`src/rtl/sat_pkg.sv`:
```
package sat_pkg;
    typedef enum logic [1:0] {
        ST_WAIT_SYNC = 2'd0,
        ST_ARMED     = 2'd1,
        ST_SEND      = 2'd2
    } sat_state_e;
endpackage

```
`src/rtl/sat_clkdiv.sv`:
```
module sat_clkdiv #(
    parameter int DIV    = 8,
    parameter int SLOT_W = 32
) (
    input  logic clk,
    input  logic rst_n,
    output logic bclk,
    output logic ws
);
    localparam int HALF = DIV / 2;
    localparam int CW   = (DIV > 1) ? $clog2(DIV) : 1;
    localparam int SW   = $clog2(2 * SLOT_W);

    logic [CW-1:0] div_cnt;
    logic [SW-1:0] bit_cnt;
    logic [SW-1:0] bit_nxt;

    assign bit_nxt = bit_cnt + SW'(1);

    always_ff @(posedge clk) begin
        if (!rst_n) begin
            div_cnt <= '0;
            bit_cnt <= '0;
            bclk    <= 1'b0;
            ws      <= 1'b0;
        end else begin
            div_cnt <= (div_cnt == CW'(DIV - 1)) ? '0 : div_cnt + CW'(1);
            if (div_cnt == CW'(HALF - 1)) begin
                bclk <= 1'b1;
            end
            if (div_cnt == CW'(DIV - 1)) begin
                bclk    <= 1'b0;
                bit_cnt <= bit_nxt;
                ws      <= bit_nxt[SW-1];
            end
        end
    end

    AST_WS_ON_BCLK_FALL: assert property (@(posedge clk) disable iff (!rst_n)
        !$stable(ws) |-> $fell(bclk));
endmodule

```
`src/rtl/sat_sync.sv`:
```
module sat_sync #(
    parameter int STAGES = 2
) (
    input  logic clk,
    input  logic rst_n,
    input  logic d,
    output logic q
);
    generate
        if (STAGES <= 1) begin : g_single
            logic r;
            always_ff @(posedge clk) begin
                if (!rst_n) r <= 1'b0;
                else        r <= d;
            end
            assign q = r;
        end else begin : g_chain
            logic [STAGES-1:0] sh;
            always_ff @(posedge clk) begin
                if (!rst_n) sh <= '0;
                else        sh <= {sh[STAGES-2:0], d};
            end
            assign q = sh[STAGES-1];
        end
    endgenerate
endmodule

```
`src/rtl/sat_serializer.sv`:
```
module sat_serializer
    import sat_pkg::*;
#(
    parameter int SAMPLE_W = 16,
    parameter int SLOT_W   = 32
) (
    input  logic                clk,
    input  logic                rst_n,
    input  logic                bclk_s,
    input  logic                ws_s,
    input  logic [SAMPLE_W-1:0] left_in,
    input  logic [SAMPLE_W-1:0] right_in,
    output logic                sdata
);
    localparam int PAD = SLOT_W - SAMPLE_W;

    sat_state_e state, state_nxt;

    logic                bclk_prev;
    logic                ws_last;
    logic [SAMPLE_W-1:0] hold_r;
    logic [SLOT_W-1:0]   shreg;
    logic                sdata_r;

    logic bclk_fall;
    logic ws_edge;
    logic left_edge;

    function automatic logic [SLOT_W-1:0] place(input logic [SAMPLE_W-1:0] s);
        return SLOT_W'(s) << PAD;
    endfunction

    // Sync level is read and compared only inside the qualified fall step.
    assign bclk_fall = bclk_prev & ~bclk_s;
    assign ws_edge   = bclk_fall & (ws_s != ws_last);
    assign left_edge = ws_edge & ~ws_s;

    always_comb begin
        state_nxt = state;
        unique case (state)
            ST_WAIT_SYNC: if (left_edge)      state_nxt = ST_ARMED;
            ST_ARMED: begin
                if (ws_edge)                  state_nxt = ST_ARMED;
                else if (bclk_fall)           state_nxt = ST_SEND;
            end
            ST_SEND:      if (ws_edge)        state_nxt = ST_ARMED;
            default:                          state_nxt = ST_WAIT_SYNC;
        endcase
    end

    always_ff @(posedge clk) begin
        if (!rst_n) state <= ST_WAIT_SYNC;
        else        state <= state_nxt;
    end

    always_ff @(posedge clk) begin
        if (!rst_n) begin
            bclk_prev <= 1'b0;
            ws_last   <= 1'b0;
            hold_r    <= '0;
            shreg     <= '0;
            sdata_r   <= 1'b0;
        end else begin
            bclk_prev <= bclk_s;
            if (bclk_fall) begin
                ws_last <= ws_s;
            end
            if (left_edge) begin
                hold_r <= right_in;
            end
            if (bclk_fall) begin
                if (ws_edge && (state != ST_WAIT_SYNC || !ws_s)) begin
                    sdata_r <= (state == ST_SEND) ? shreg[SLOT_W-1] : 1'b0;
                    shreg   <= ws_s ? place(hold_r) : place(left_in);
                end else if (state != ST_WAIT_SYNC) begin
                    sdata_r <= shreg[SLOT_W-1];
                    shreg   <= shreg << 1;
                end else begin
                    sdata_r <= 1'b0;
                end
            end
        end
    end

    assign sdata = sdata_r;

    AST_WAIT_QUIET: assert property (@(posedge clk) disable iff (!rst_n)
        (state == ST_WAIT_SYNC) |=> (sdata == 1'b0));
    AST_SLOT_RESTART: assert property (@(posedge clk) disable iff (!rst_n)
        (ws_edge && state != ST_WAIT_SYNC) |=> (state == ST_ARMED));
    AST_MSB_NEXT_FALL: assert property (@(posedge clk) disable iff (!rst_n)
        (state == ST_ARMED && bclk_fall && !ws_edge) |=> (state == ST_SEND));
    AST_DATA_ON_FALL: assert property (@(posedge clk) disable iff (!rst_n)
        !bclk_fall |=> $stable(sdata));
    AST_PAIR_HELD: assert property (@(posedge clk) disable iff (!rst_n)
        !left_edge |=> $stable(hold_r));
endmodule

```
`src/rtl/sat_top.sv`:
```
module sat_top #(
    parameter int DIV         = 8,
    parameter int SLOT_W      = 32,
    parameter int SAMPLE_W    = 16,
    parameter int SYNC_STAGES = 2
) (
    input  logic                clk,
    input  logic                rst_n,
    input  logic                bclk_in,
    input  logic                ws_in,
    input  logic [SAMPLE_W-1:0] left_in,
    input  logic [SAMPLE_W-1:0] right_in,
    output logic                sdata,
    output logic                gen_bclk,
    output logic                gen_ws
);
    logic bclk_s;
    logic ws_s;

    sat_clkdiv #(.DIV(DIV), .SLOT_W(SLOT_W)) u_div (
        .clk(clk), .rst_n(rst_n), .bclk(gen_bclk), .ws(gen_ws)
    );

    sat_sync #(.STAGES(SYNC_STAGES)) u_sync_bclk (
        .clk(clk), .rst_n(rst_n), .d(bclk_in), .q(bclk_s)
    );

    sat_sync #(.STAGES(SYNC_STAGES)) u_sync_ws (
        .clk(clk), .rst_n(rst_n), .d(ws_in), .q(ws_s)
    );

    sat_serializer #(.SAMPLE_W(SAMPLE_W), .SLOT_W(SLOT_W)) u_ser (
        .clk(clk), .rst_n(rst_n), .bclk_s(bclk_s), .ws_s(ws_s),
        .left_in(left_in), .right_in(right_in), .sdata(sdata)
    );
endmodule

```
`config.mk`:
```
export PLATFORM = sky130hd
export DESIGN_NAME = sat_top
export DESIGN_NICKNAME = d
export VERILOG_FILES = /design/src/rtl/sat_pkg.sv /design/src/rtl/sat_clkdiv.sv /design/src/rtl/sat_sync.sv /design/src/rtl/sat_serializer.sv /design/src/rtl/sat_top.sv
export SDC_FILE = /design/constraint.sdc
export NUM_CORES = 1
export LEC_CHECK = 0
export BUFFER_PORTS_ARGS = -buffer_cell sky130_fd_sc_hd__buf_2
export CORE_AREA = 10 10 78 80
export CTS_CLUSTER_SIZE = 14
export DETAILED_ROUTE_END_ITERATION = 7
export DIE_AREA = 0 0 88 90
export GPL_ROUTABILITY_DRIVEN = 0
export PLACE_DENSITY = 0.7
export SYNTH_ARGS = -nofsm -noshare
export SYNTH_HDL_FRONTEND = slang
export SYNTH_HIERARCHICAL = 1
export SYNTH_SLANG_ARGS = --single-unit
```
`constraint.sdc`:
```
create_clock -name clk -period 3.8 [get_ports clk]
set_clock_uncertainty 0.05 [all_clocks]
set_input_delay 0.76 -clock clk [delete_from_list [all_inputs] [get_ports clk]]
set_output_delay 0.76 -clock clk [all_outputs]
set_load 0.02 [all_outputs]
```
=== Yosys cells after proc, flatten, opt, wreduce, memory -nomap -nowiden ===
Cells that the tools add are included.

* Bitwise gates (word level): 6
* Reductions and logical operators: 9
* Muxes and demuxes: 11
* $add $sub $neg: 2
* Eq/ne operators: 8

{| class="wikitable"
|+ Operators by type and width
! cell !! number
|-
| $mux 32 || 3
|-
| $mux 2 || 4
|-
| $add 6x1->6 const B || 1
|-
| $pmux 2 s3 || 1
|-
| $ne 2x1->1 const B || 2
|-
| $reduce_bool 2->1 || 2
|-
| $add 3x1->3 const B || 1
|-
| $and 1x1->1 || 3
|-
| $eq 3x2->1 const B || 1
|-
| $eq 3x3->1 const B || 1
|-
| $mux 1 || 3
|-
| $ne 3x1->1 const B || 1
|-
| $not 1->1 || 3
|-
| $reduce_and 3->1 || 1
|-
| $eq 2x1->1 const B || 1
|-
| $eq 2x2->1 const B || 1
|-
| $logic_not 2->1 || 1
|-
| $reduce_and 2->1 || 1
|-
| $reduce_or 2->1 || 1
|-
| $logic_and 1x1->1 || 1
|-
| $logic_not 1->1 || 1
|-
| $logic_or 1x1->1 || 1
|-
| $ne 1x1->1 || 1
|}

* Word-level logic and storage cells: 48
* Output and inout port bits: 3
* Input port bits: 36
* Register bits: 68

=== Depth between registers and ports, before layout ===
Gate-level depths: netlist (run 1).

* Depth in word-level cells: 6
* Mapped depth: 7
* Mapped depth without buffers: 5

=== Cells and area by module ===
The synthesis (run 1) kept the hierarchy.

{| class="wikitable"
|+ Modules (own cells, without submodules)
! module !! cells each !! seq. area each (µm²) !! instances !! area each (µm²)
|-
| sat_serializer || 190 || 740.7 || 1 || 1705.4
|-
| sat_clkdiv || 40 || 200.2 || 1 || 424.2
|-
| sat_sync || 4 || 40.0 || 2 || 52.6
|}

=== Worst setup path after synthesis (run 1) ===
OpenSTA, ideal clock, no wires.

* Kind: input-to-reg
* From: in rst_n
* To: reg u_ser.shreg[17]
* Setup slack: 2.294 ns
* Path buffers: 2
* Library setup time: 0.117 ns
* Required time: 3.633 ns
* Stages on the path: 4
* Arrival: 1.339 ns
* Cells stage by stage: and2_1 > buf_2 > buf_6 > a32o_1

{| class="wikitable"
|+ RTL lines
! item !! RTL line !! source
|-
| start, declared || sat_top.sv:8 || <nowiki>input logic rst_n,</nowiki>
|-
| end signal, assigned || sat_serializer.sv:74 || <nowiki>shreg <= ws_s ? place(hold_r) : place(left_in);</nowiki>
|-
| end signal, assigned || sat_serializer.sv:77 || <nowiki>shreg <= shreg << 1;</nowiki>
|-
| end, declared || sat_serializer.sv:22 || <nowiki>logic [SLOT_W-1:0] shreg;</nowiki>
|}

=== Worst setup path after layout (run 1) ===
* From: reg u_sync_ws.g_chain.sh[1]
* To: reg u_ser.shreg[27]

* Word-level cells in the longest chain between the ends: 5
* Elaborated cells on any way between the ends: 9
* Those cells by class: eq/ne: 1; mux: 2; bitwise: 1; reduce/logical: 5

{| class="wikitable"
|+ RTL lines
! item !! RTL line !! source
|-
| start, declared || sat_sync.sv:18 || <nowiki>logic [STAGES-1:0] sh;</nowiki>
|-
| start signal, assigned || sat_sync.sv:21 || <nowiki>else sh <= {sh[STAGES-2:0], d};</nowiki>
|-
| $ne 1x1->1 or $logic_not 1->1 (tied branches) || sat_serializer.sv:35, sat_serializer.sv:72 ||
|-
| $and 1x1->1 or $logic_or 1x1->1 (tied branches) || sat_serializer.sv:35, sat_serializer.sv:72 ||
|-
| $logic_and 1x1->1 || sat_serializer.sv:72 || <nowiki>if (ws_edge && (state != ST_WAIT_SYNC || !ws_s)) begin</nowiki>
|-
| $reduce_bool 2->1 (no source line) || -- ||
|-
| $reduce_and 2->1 (no source line) || -- ||
|}

Parallel ways exist; a longest one is shown, timed or not.
A chain may end at the register's enable or synchronous reset.

==> metrics.yaml, run 1 <==
outcome:
  status: "completed"
power_and_ir_drop:
  p_clk_frac: 0.315
  switching_share: 0.210
  internal-power_w: 0.000693
  ir_worst_vdd_v: 0.000239
  leakagePower_nw: 0.979
  pwr-share-seq: 0.619
  combPwrFrac: 0.066
  p_sw_w: 0.000184
  power_density_nw_per_um2: 353
die:
  num_io_pins: 39
  rows: 25
  start_util: 0.486
  core_um2: 4600
  die_width_um: 88
  die_y_um: 90
  die_area_um2: 7920
synthesis:
  yosysSeqAreaShare: 0.457
  yosysUniqueCellTypes: 33
  synth_xor_area_frac: 0.0157
  netlist_area_um2: 2230
  synth_ff_type: "dfxtp_1"
  syn_nets: 278
  synth_fa_ha_area_frac: 0.0224
  syn_inst: 238
  synth_area_per_cell_um2: 9.39
  ys_async_sr_fraction: 0
  synth-seq-cells: 51
  ys_warn_count: 6
  synth_compound_gate_area_share: 0.153
  synth-edff-count: 0
  synth_top_family_by_area: "simple AND/OR/NAND/NOR gates"
  synthMuxAreaShare: 0.0767
  synth-simple-area-share: 0.234
route:
  drt-pass1-iter-count: 4
  routed_wl_um: 4180
  ant_nets: 0
  wl_per_cell_um: 12.9
  drt_iter0_markers: 86
  vias_per_cell: 5.12
  vias: 1654
  drcViolationCount: 0
sta:
  fmax_mhz: 475
  drv_slew: 0
  hold_violations: 0
  layout_min_cycle_time_ns: 2.11
  fin_crit_sh: 0.554
  tns_ns: 0
  rsz0062_at_grt: "false"
  setup_viol: 0
  tightest_slew_ns: 0.976
  relSlewSlack: 0.349
critical_path:
  crit_family: "compound AO/OA/AOI/OAI gates"
  setup.worst_path.end: "u_ser/shreg[27]"
  path_cells: "buf_4, nand2b_1, o21ai_2, nand2_1, a32o_1"
  cp_slowest_cell: "o21ai_2"
  cp_slowest_stage_delay_ns: 0.77
  cp-start-kind: "register"
  crit_start: "u_sync_ws/g_chain.sh[1]"
  critPathBufInv: 1
  cp.arrival_ns: 2.25
  crit-reg2reg-launch: "u_sync_ws/g_chain.sh[1]"
  reg2reg_depth: 5
  crit_fanout: 32
  required_ns: 3.94
  end_kind: "register"
  r2r_setup_slack_ns: 1.69
  crit_cells: 5
  path_class: "reg2reg"
  r2r_end: "u_ser/shreg[27]"
grt:
  grt_max_degree: 37
  grt_pass1_wl_um: 7380
  overflow: 0
  grt_antenna_before_repair: 0
  grt_usage: 0.111
  grt_pass1_vias: 1711
cts:
  cts_buffers: 5
  htreeDepth: 2
  clock-sinks: 51
  post-cts-setup-buffers: 0
  cts.repair.resized: 0
  clockBufferDepth: 2
  clk_latency_ns: 0.29
  holdBufCountCts: 0
  clk_pin_slew_ns: 0.08
  cts_tree: "done"
  cts_root_buf: "clkbuf_8"
finish:
  nets: 310
  diodes: 0
  drive_gt1_frac: 0.190
  fillers: 428
  fin_util: 0.541
  syn2layout_area_growth_pct: 11.3
  mostFrequentLayoutCells: "nand2_1, dfxtp_1, buf_2"
placement:
  port_buffers: 38
  dpl.hpwl_um: 3000
flow_run:
  maxCapViolations: 0
worst_hold_path:
  min_path_type: "reg2reg"
[kinds of logic (layout without fill, tap and decap cells)]
group	Yosys count	count (layout)
AO/OA/AOI/OAI	42	42
XOR/XNOR	4	4
adder cells (fa/ha/maj)	4	4
buffers and inverters	16	47
flip-flops	51	51
multiplexers	17	17
AND/OR/NAND/NOR	104	104
[metrics by stage]
step | worst slack [ns] | cells | hold slack (ns) | instance area [µm²] | total power, W
finish | 1.69 | 323 | 0.382 | 2490 | 0.000877
global route | 1.43 | 323 | 0.398 | 2490 | 0.000923
CTS | 1.67 | 323 | 0.383 | 2490 | 0.000892
detailed placement | 1.65 | 317 | 0.370 | 2410 | 0.000614
global placement | 1.65 | 317 | 0.362 | 2410 | 0.000614
floorplan | 2.29 | 238 | 0.349 | 2230 | 0.000589
[power groups by stage]
stage          Combinational (W)  Sequential (W)  Clock (W)
6_report               0.0000577        0.000543   0.000277
5_1_grt                0.0000661        0.000544   0.000313
4_1_cts                0.0000589        0.000543   0.000290
3_5_place_dp           0.0000585        0.000556          0
3_3_place_gp           0.0000587        0.000555          0
2_1_floorplan          0.0000330        0.000556          0
[flip-flops by register name (all words and copies together) (netlist names), 2 cells and up]
register                flops
u_sync_ws/g_chain.sh        2
u_div/div_cnt               3
u_ser/shreg                16
u_div/bit_cnt               5
u_sync_bclk/g_chain.sh      2
u_ser/hold_r               16
u_ser/state                 2
[final cells by class]
cell class	instances	area, µm²	share of cell area
inverter	2	7.51	0.00302
sequential	51	1020	0.410
timing repair buffer	39	198	0.0795
tap	54	67.6	0.0272
multi-input combinational	171	1120	0.451
clock buffer	6	72.6	0.0292
[worst min-delay path by stage]
stage                                start          endpoint  slack, ns  cells past startpoint
after floorplan           u_div/div_cnt[0]  u_div/div_cnt[0]       0.35                      1
after global placement    u_div/div_cnt[0]  u_div/div_cnt[0]       0.36                      1
after detailed placement  u_div/div_cnt[0]  u_div/div_cnt[0]       0.37                      1
after CTS                 u_div/div_cnt[0]  u_div/div_cnt[0]       0.38                      1
after global routing      u_div/div_cnt[0]  u_div/div_cnt[0]       0.40                      1
final                     u_div/div_cnt[0]  u_div/div_cnt[0]       0.38                      1
[cells in the mapped netlist (4+ instances only)]
library cell,count,area share
and2_1,10,0.028
nor2_1,9,0.015
dfxtp_1,51,0.46
nand2_1,51,0.086
mux2i_1,16,0.072
a21boi_1,18,0.060
nor2b_1,4,0.011
a32o_1,15,0.067
nand2b_1,5,0.014
ha_1,4,0.022
or2_1,12,0.034
buf_2,8,0.018
[layer usage]
layer  GRT usage  up-vias  share of wire
met5           0        -              0
met4      0.0239        0         0.0062
met3      0.0424        3          0.043
met2       0.178       22           0.48
met1       0.135      758           0.47
li1            -      871              -
Power figures use the tool's default switching activity.
==> run 2: changes to the inputs <==
- clock period: 3.8 -> 2.1 ns (I/O delays scaled with it)
==> metrics.yaml, run 2 (same netlist as run 1, synthesis figures left out) <==
outcome:
  status: "completed"
critical_path:
  crit_start: "u_sync_bclk/g_chain.sh[1]"
  cp-start-kind: "register"
  crit-reg2reg-launch: "u_sync_bclk/g_chain.sh[1]"
  cp.arrival_ns: 1.81  # -0.44 ns
  crit_fanout: 15  # -53%
  r2r_setup_slack_ns: 0.48  # -1.21 ns
  r2r_end: "u_ser/shreg[20]"
  required_ns: 2.29  # -1.65 ns
  end_kind: "register"
  setup.worst_path.end: "u_ser/shreg[20]"
  path_class: "reg2reg"
  cp_slowest_cell: "and2_1"
  cp_slowest_stage_delay_ns: 0.49  # -0.28 ns
  reg2reg_depth: 4  # -1
  path_cells: "nand2b_1, a21oi_2, and2_1, a32o_1"
finish:
  fillers: 447  # +4.4%
  drive_gt1_frac: 0.211  # +0.0213
  nets: 314  # +1.3%
  fin_util: 0.557  # +0.0163
  reg_top3: "u_ser/hold_r: 16 flops, u_ser/shreg: 16 flops, u_div/bit_cnt: 5 flops"
  mostFrequentLayoutCells: "nand2_1, dfxtp_1, buf_2"
  final_cell_area_um2: 2560  # +3.0%
  diodes: 0  # unchanged
  syn2layout_area_growth_pct: 14.7
worst_hold_path:
  min_path_type: "in2reg"
route:
  vias_per_cell: 5.17  # +1.0%
  wl_per_cell_um: 13.3  # +2.8%
  vias: 1702  # +2.9%
  routed_wl_um: 4370  # +4.7%
  drt-pass1-iter-count: 4  # unchanged
  ant_nets: 0  # unchanged
  drt_iter0_markers: 98  # +14%
  drcViolationCount: 0  # unchanged
sta:
  rsz0062_at_grt: "false"
  drv_slew: 0  # unchanged
  fin_crit_sh: 0.770  # +0.216
  tns_ns: 0  # unchanged
  relSlewSlack: 0.562  # +0.213
  fmax_mhz: 619  # +30%
  setup_viol: 0  # unchanged
  layout_min_cycle_time_ns: 1.62  # -0.489 ns
  hold_violations: 0  # unchanged
  tightest_slew_ns: 0.657  # -0.319 ns
cts:
  clk_latency_ns: 0.30  # about the same
  holdBufCountCts: 0  # unchanged
  clock-sinks: 51  # unchanged
  cts.repair.resized: 0  # unchanged
  htreeDepth: 2  # unchanged
  cts_buffers: 5  # unchanged
  post-cts-setup-buffers: 0  # unchanged
  cts_root_buf: "clkbuf_8"
  clk_pin_slew_ns: 0.08  # about the same
  clockBufferDepth: 2  # unchanged
  cts_tree: "done"
die:
  die_width_um: 88  # unchanged
  num_io_pins: 39  # unchanged
  start_util: 0.486  # unchanged
  rows: 25  # unchanged
  core_um2: 4600  # unchanged
  die_area_um2: 7920  # unchanged
  die_y_um: 90  # unchanged
grt:
  overflow: 0  # unchanged
  grt_usage: 0.117  # +0.00642
  grt_antenna_before_repair: 0  # unchanged
  grt_pass1_vias: 1742  # +1.8%
  grt_pass1_wl_um: 7600  # +2.9%
  grt_max_degree: 34  # -8.1%
power_and_ir_drop:
  leakagePower_nw: 1.02  # +4.6%
  p_total_w: 0.00178  # +100%
  power_density_nw_per_um2: 696  # +97%
  ir_worst_vdd_v: 0.000466  # +95%
placement:
  port_buffers: 38  # unchanged
  placed_cell_area_um2: 2440  # +1.2%
  dpl.hpwl_um: 3180  # +5.9%
flow_run:
  maxCapViolations: 0  # unchanged
## run 2: changes by cell type in the layout (fill, tap and decap cells not counted), sizes merged
cell    before  now
buf         39   43
bufinv       0    1
clkinv       0    1
## run 2: through the flow
step	hold WS [ns]	cells	setup WS (ns)
6_report	0.268	329	0.483
5_1_grt	0.268	329	0.326
4_1_cts	0.257	329	0.457
3_5_place_dp	0.372	321	0.470
3_3_place_gp	0.358	321	0.525
2_1_floorplan	0.349	238	0.649
## run 2: layout make-up
cell class                 count  area (µm²)  area share
multi-input combinational    171        1120       0.438
sequential                    51        1020       0.398
timing repair buffer          43         228      0.0889
clock buffer                   6        82.6      0.0322
tap                           54        67.6      0.0264
clock inverter                 2        35.0      0.0137
inverter                       2        7.51     0.00293
## run 2: critical path: cells and delay by family, from the launching register on
kind	cells	cell delay, ns
AND/OR/NAND/NOR	2	0.74
AO/OA/AOI/OAI	2	0.44
flip-flops	1	0.32
## run 2: power breakdown
| part | total (W) | switching, W | internal (W) |
|---|---|---|---|
| logic | 0.000107 | 0.0000508 | 0.0000562 |
| clock network | 0.000693 | 0.000308 | 0.000386 |
| registers | 0.000983 | 0.00000551 | 0.000977 |
| total | 0.00178 | 0.000364 | 0.00142 |
## run 2: layer usage
metal / vias to the layer above / GRT usage / share of wire
met5: - / 0 / 0
met4: 0 / 0.0465 / 0.016
met3: 4 / 0.0433 / 0.052
met2: 22 / 0.192 / 0.49
met1: 799 / 0.132 / 0.45
li1: 877 / - / -
## run 2: how the worst min path moves through the flow
stage          slack [ns]  cells past startpoint                       to             start
2_1_floorplan        0.35                      1         u_div/div_cnt[0]  u_div/div_cnt[0]
3_3_place_gp         0.36                      1         u_div/div_cnt[0]  u_div/div_cnt[0]
3_5_place_dp         0.37                      1         u_div/div_cnt[0]  u_div/div_cnt[0]
4_1_cts              0.26                      2  u_sync_ws/g_chain.sh[0]             ws_in
5_1_grt              0.27                      2  u_sync_ws/g_chain.sh[0]             ws_in
6_report             0.27                      2  u_sync_ws/g_chain.sh[0]             ws_in
==> run 3: changes to the inputs <==
- clock period: 2.1 -> 1.6 ns (I/O delays scaled with it)
==> metrics.yaml, run 3 (same netlist as run 1, synthesis figures left out) <==
critical_path:
  critPathBufInv: 0  # unchanged
  cp_slowest_stage_delay_ns: 0.37  # -0.12 ns
  path_class: "reg2reg"
  cp.arrival_ns: 1.67  # -0.14 ns
  cp-start-kind: "register"
  end_kind: "register"
  required_ns: 1.78  # -0.51 ns
  crit_family: "simple AND/OR/NAND/NOR gates"
  cp_slowest_cell: "or3_1"
  path_cells: "ha_1, ha_1, nand4_4, or3_1, a21boi_1"
  crit_path_frequent_cell: "ha_1"
  crit_fanout: 3  # -12
finish:
  drive_gt1_frac: 0.230  # +0.0196
  diodes: 0  # unchanged
  reg_top3: "u_ser/hold_r: 16 flops, u_ser/shreg: 16 flops, u_div/bit_cnt: 5 flops"
  syn2layout_area_growth_pct: 17.8
  mostFrequentLayoutCells: "nand2_1, dfxtp_1, buf_2"
  nets: 321  # +2.2%
  fillers: 443  # -0.89%
sta:
  fmax_mhz: 675  # +9.2%
  layout_min_cycle_time_ns: 1.48  # -0.136 ns
  setup_ws_ns: 0.119  # -0.364 ns
  drv_slew: 0  # unchanged
  fin_crit_sh: 0.926  # +0.156
  setup_viol: 0  # unchanged
  relSlewSlack: 0.766  # +0.204
  tns_ns: 0  # unchanged
  rsz0062_at_grt: "false"
  hold_slack_ns: 0.167  # -0.101 ns
  tightest_slew_ns: 0.350  # -0.307 ns
  hold_violations: 0  # unchanged
grt:
  grt_max_degree: 33  # -2.9%
  grt_pass1_vias: 1764  # +1.3%
  overflow: 0  # unchanged
  grt_antenna_before_repair: 0  # unchanged
  grt_usage: 0.111  # -0.00632
  grt_pass1_wl_um: 7430  # -2.2%
cts:
  cts_tree: "done"
  cts_buffers: 5  # unchanged
  clk_pin_slew_ns: 0.08  # about the same
  post-cts-setup-buffers: 0  # unchanged
  clock-sinks: 51  # unchanged
  clk_latency_ns: 0.30  # about the same
  holdBufCountCts: 0  # unchanged
  clockBufferDepth: 2  # unchanged
  cts.repair.resized: 0  # unchanged
  htreeDepth: 2  # unchanged
  cts_root_buf: "clkbuf_8"
die:
  die_width_um: 88  # unchanged
  rows: 25  # unchanged
  die_area_um2: 7920  # unchanged
  core_um2: 4600  # unchanged
  start_util: 0.486  # unchanged
  die_y_um: 90  # unchanged
  num_io_pins: 39  # unchanged
power_and_ir_drop:
  combPwrFrac: 0.062  # +0.002
  p_clk_frac: 0.387  # -0.002
  p_total_w: 0.00234  # +31%
  power_density_nw_per_um2: 889  # +28%
  pwr-share-seq: 0.551  # about the same
  leakagePower_nw: 1.07  # +4.1%
  ir_worst_vdd_v: 0.000567  # +22%
  p_sw_w: 0.000473  # +30%
  internal-power_w: 0.00187  # +31%
  switching_share: 0.202  # -0.00179
outcome:
  status: "completed"
placement:
  pre_cts_ws_ns: 0.122  # -0.348 ns
  port_buffers: 38  # unchanged
  dpl.hpwl_um: 3210  # +1.1%
worst_hold_path:
  min_path_type: "in2reg"
route:
  drt_iter0_markers: 136  # +39%
  ant_nets: 0  # unchanged
  drt-pass1-iter-count: 4  # unchanged
  wl_met3_um: 211  # -7.0%
  wl_per_cell_um: 12.8  # -3.3%
  vias_per_cell: 5.04  # -2.5%
  vias: 1695  # -0.41%
  drcViolationCount: 0  # unchanged
  routed_wl_um: 4320  # -1.3%
  drt-met1-wl_um: 1990  # +2.0%
  top_layer: "met4"
  wl_met2_um: 2070  # -2.6%
flow_run:
  maxCapViolations: 0  # unchanged
-- run 3: cell count changes in the layout (fill, tap and decap cells not counted), sizes merged --
cell | previous run | this run
buf | 43 | 50
-- run 3: area by class of cell --
cell class / count / area, µm² / area share
timing repair buffer: 50 / 293 / 0.111
tap: 54 / 67.6 / 0.0257
sequential: 51 / 1020 / 0.388
inverter: 2 / 7.51 / 0.00285
multi-input combinational: 171 / 1130 / 0.428
clock buffer: 6 / 82.6 / 0.0314
clock inverter: 2 / 35.0 / 0.0133
-- run 3: stage by stage --
step,instance area (µm²),utilization,cells
after detailed placement,2510,0.546,328
after CTS,2630,0.571,336
after global placement,2510,0.546,328
after global routing,2630,0.573,336
final,2630,0.573,336
after floorplan,2230,-,238
-- run 3: worst paths after layout --
path / start / endpoint / slack [ns] / depth (start not counted)
min reg2reg: u_div/div_cnt[0] / u_div/div_cnt[0] / 0.37 / 1
min: ws_in / u_sync_ws/g_chain.sh[0] / 0.17 / 2
max reg2reg: u_div/div_cnt[0] / u_div/ws / 0.12 / 5
max: u_div/div_cnt[0] / u_div/ws / 0.12 / 5
-- run 3: power by group through the flow --
stage / Clock, W / Sequential (W) / Combinational, W
2_1_floorplan: 0 / 0.00132 / 0.0000783
3_3_place_gp: 0 / 0.00132 / 0.000146
3_5_place_dp: 0 / 0.00132 / 0.000144
4_1_cts: 0.000935 / 0.00129 / 0.000146
5_1_grt: 0.000984 / 0.00129 / 0.000164
6_report: 0.000905 / 0.00129 / 0.000144
-- run 3: routing by layer --
metal / track usage / vias to the layer above
met5: 0 / -
met4: 0.0399 / 0
met3: 0.0361 / 5
met2: 0.179 / 20
met1: 0.132 / 775
li1: - / 895
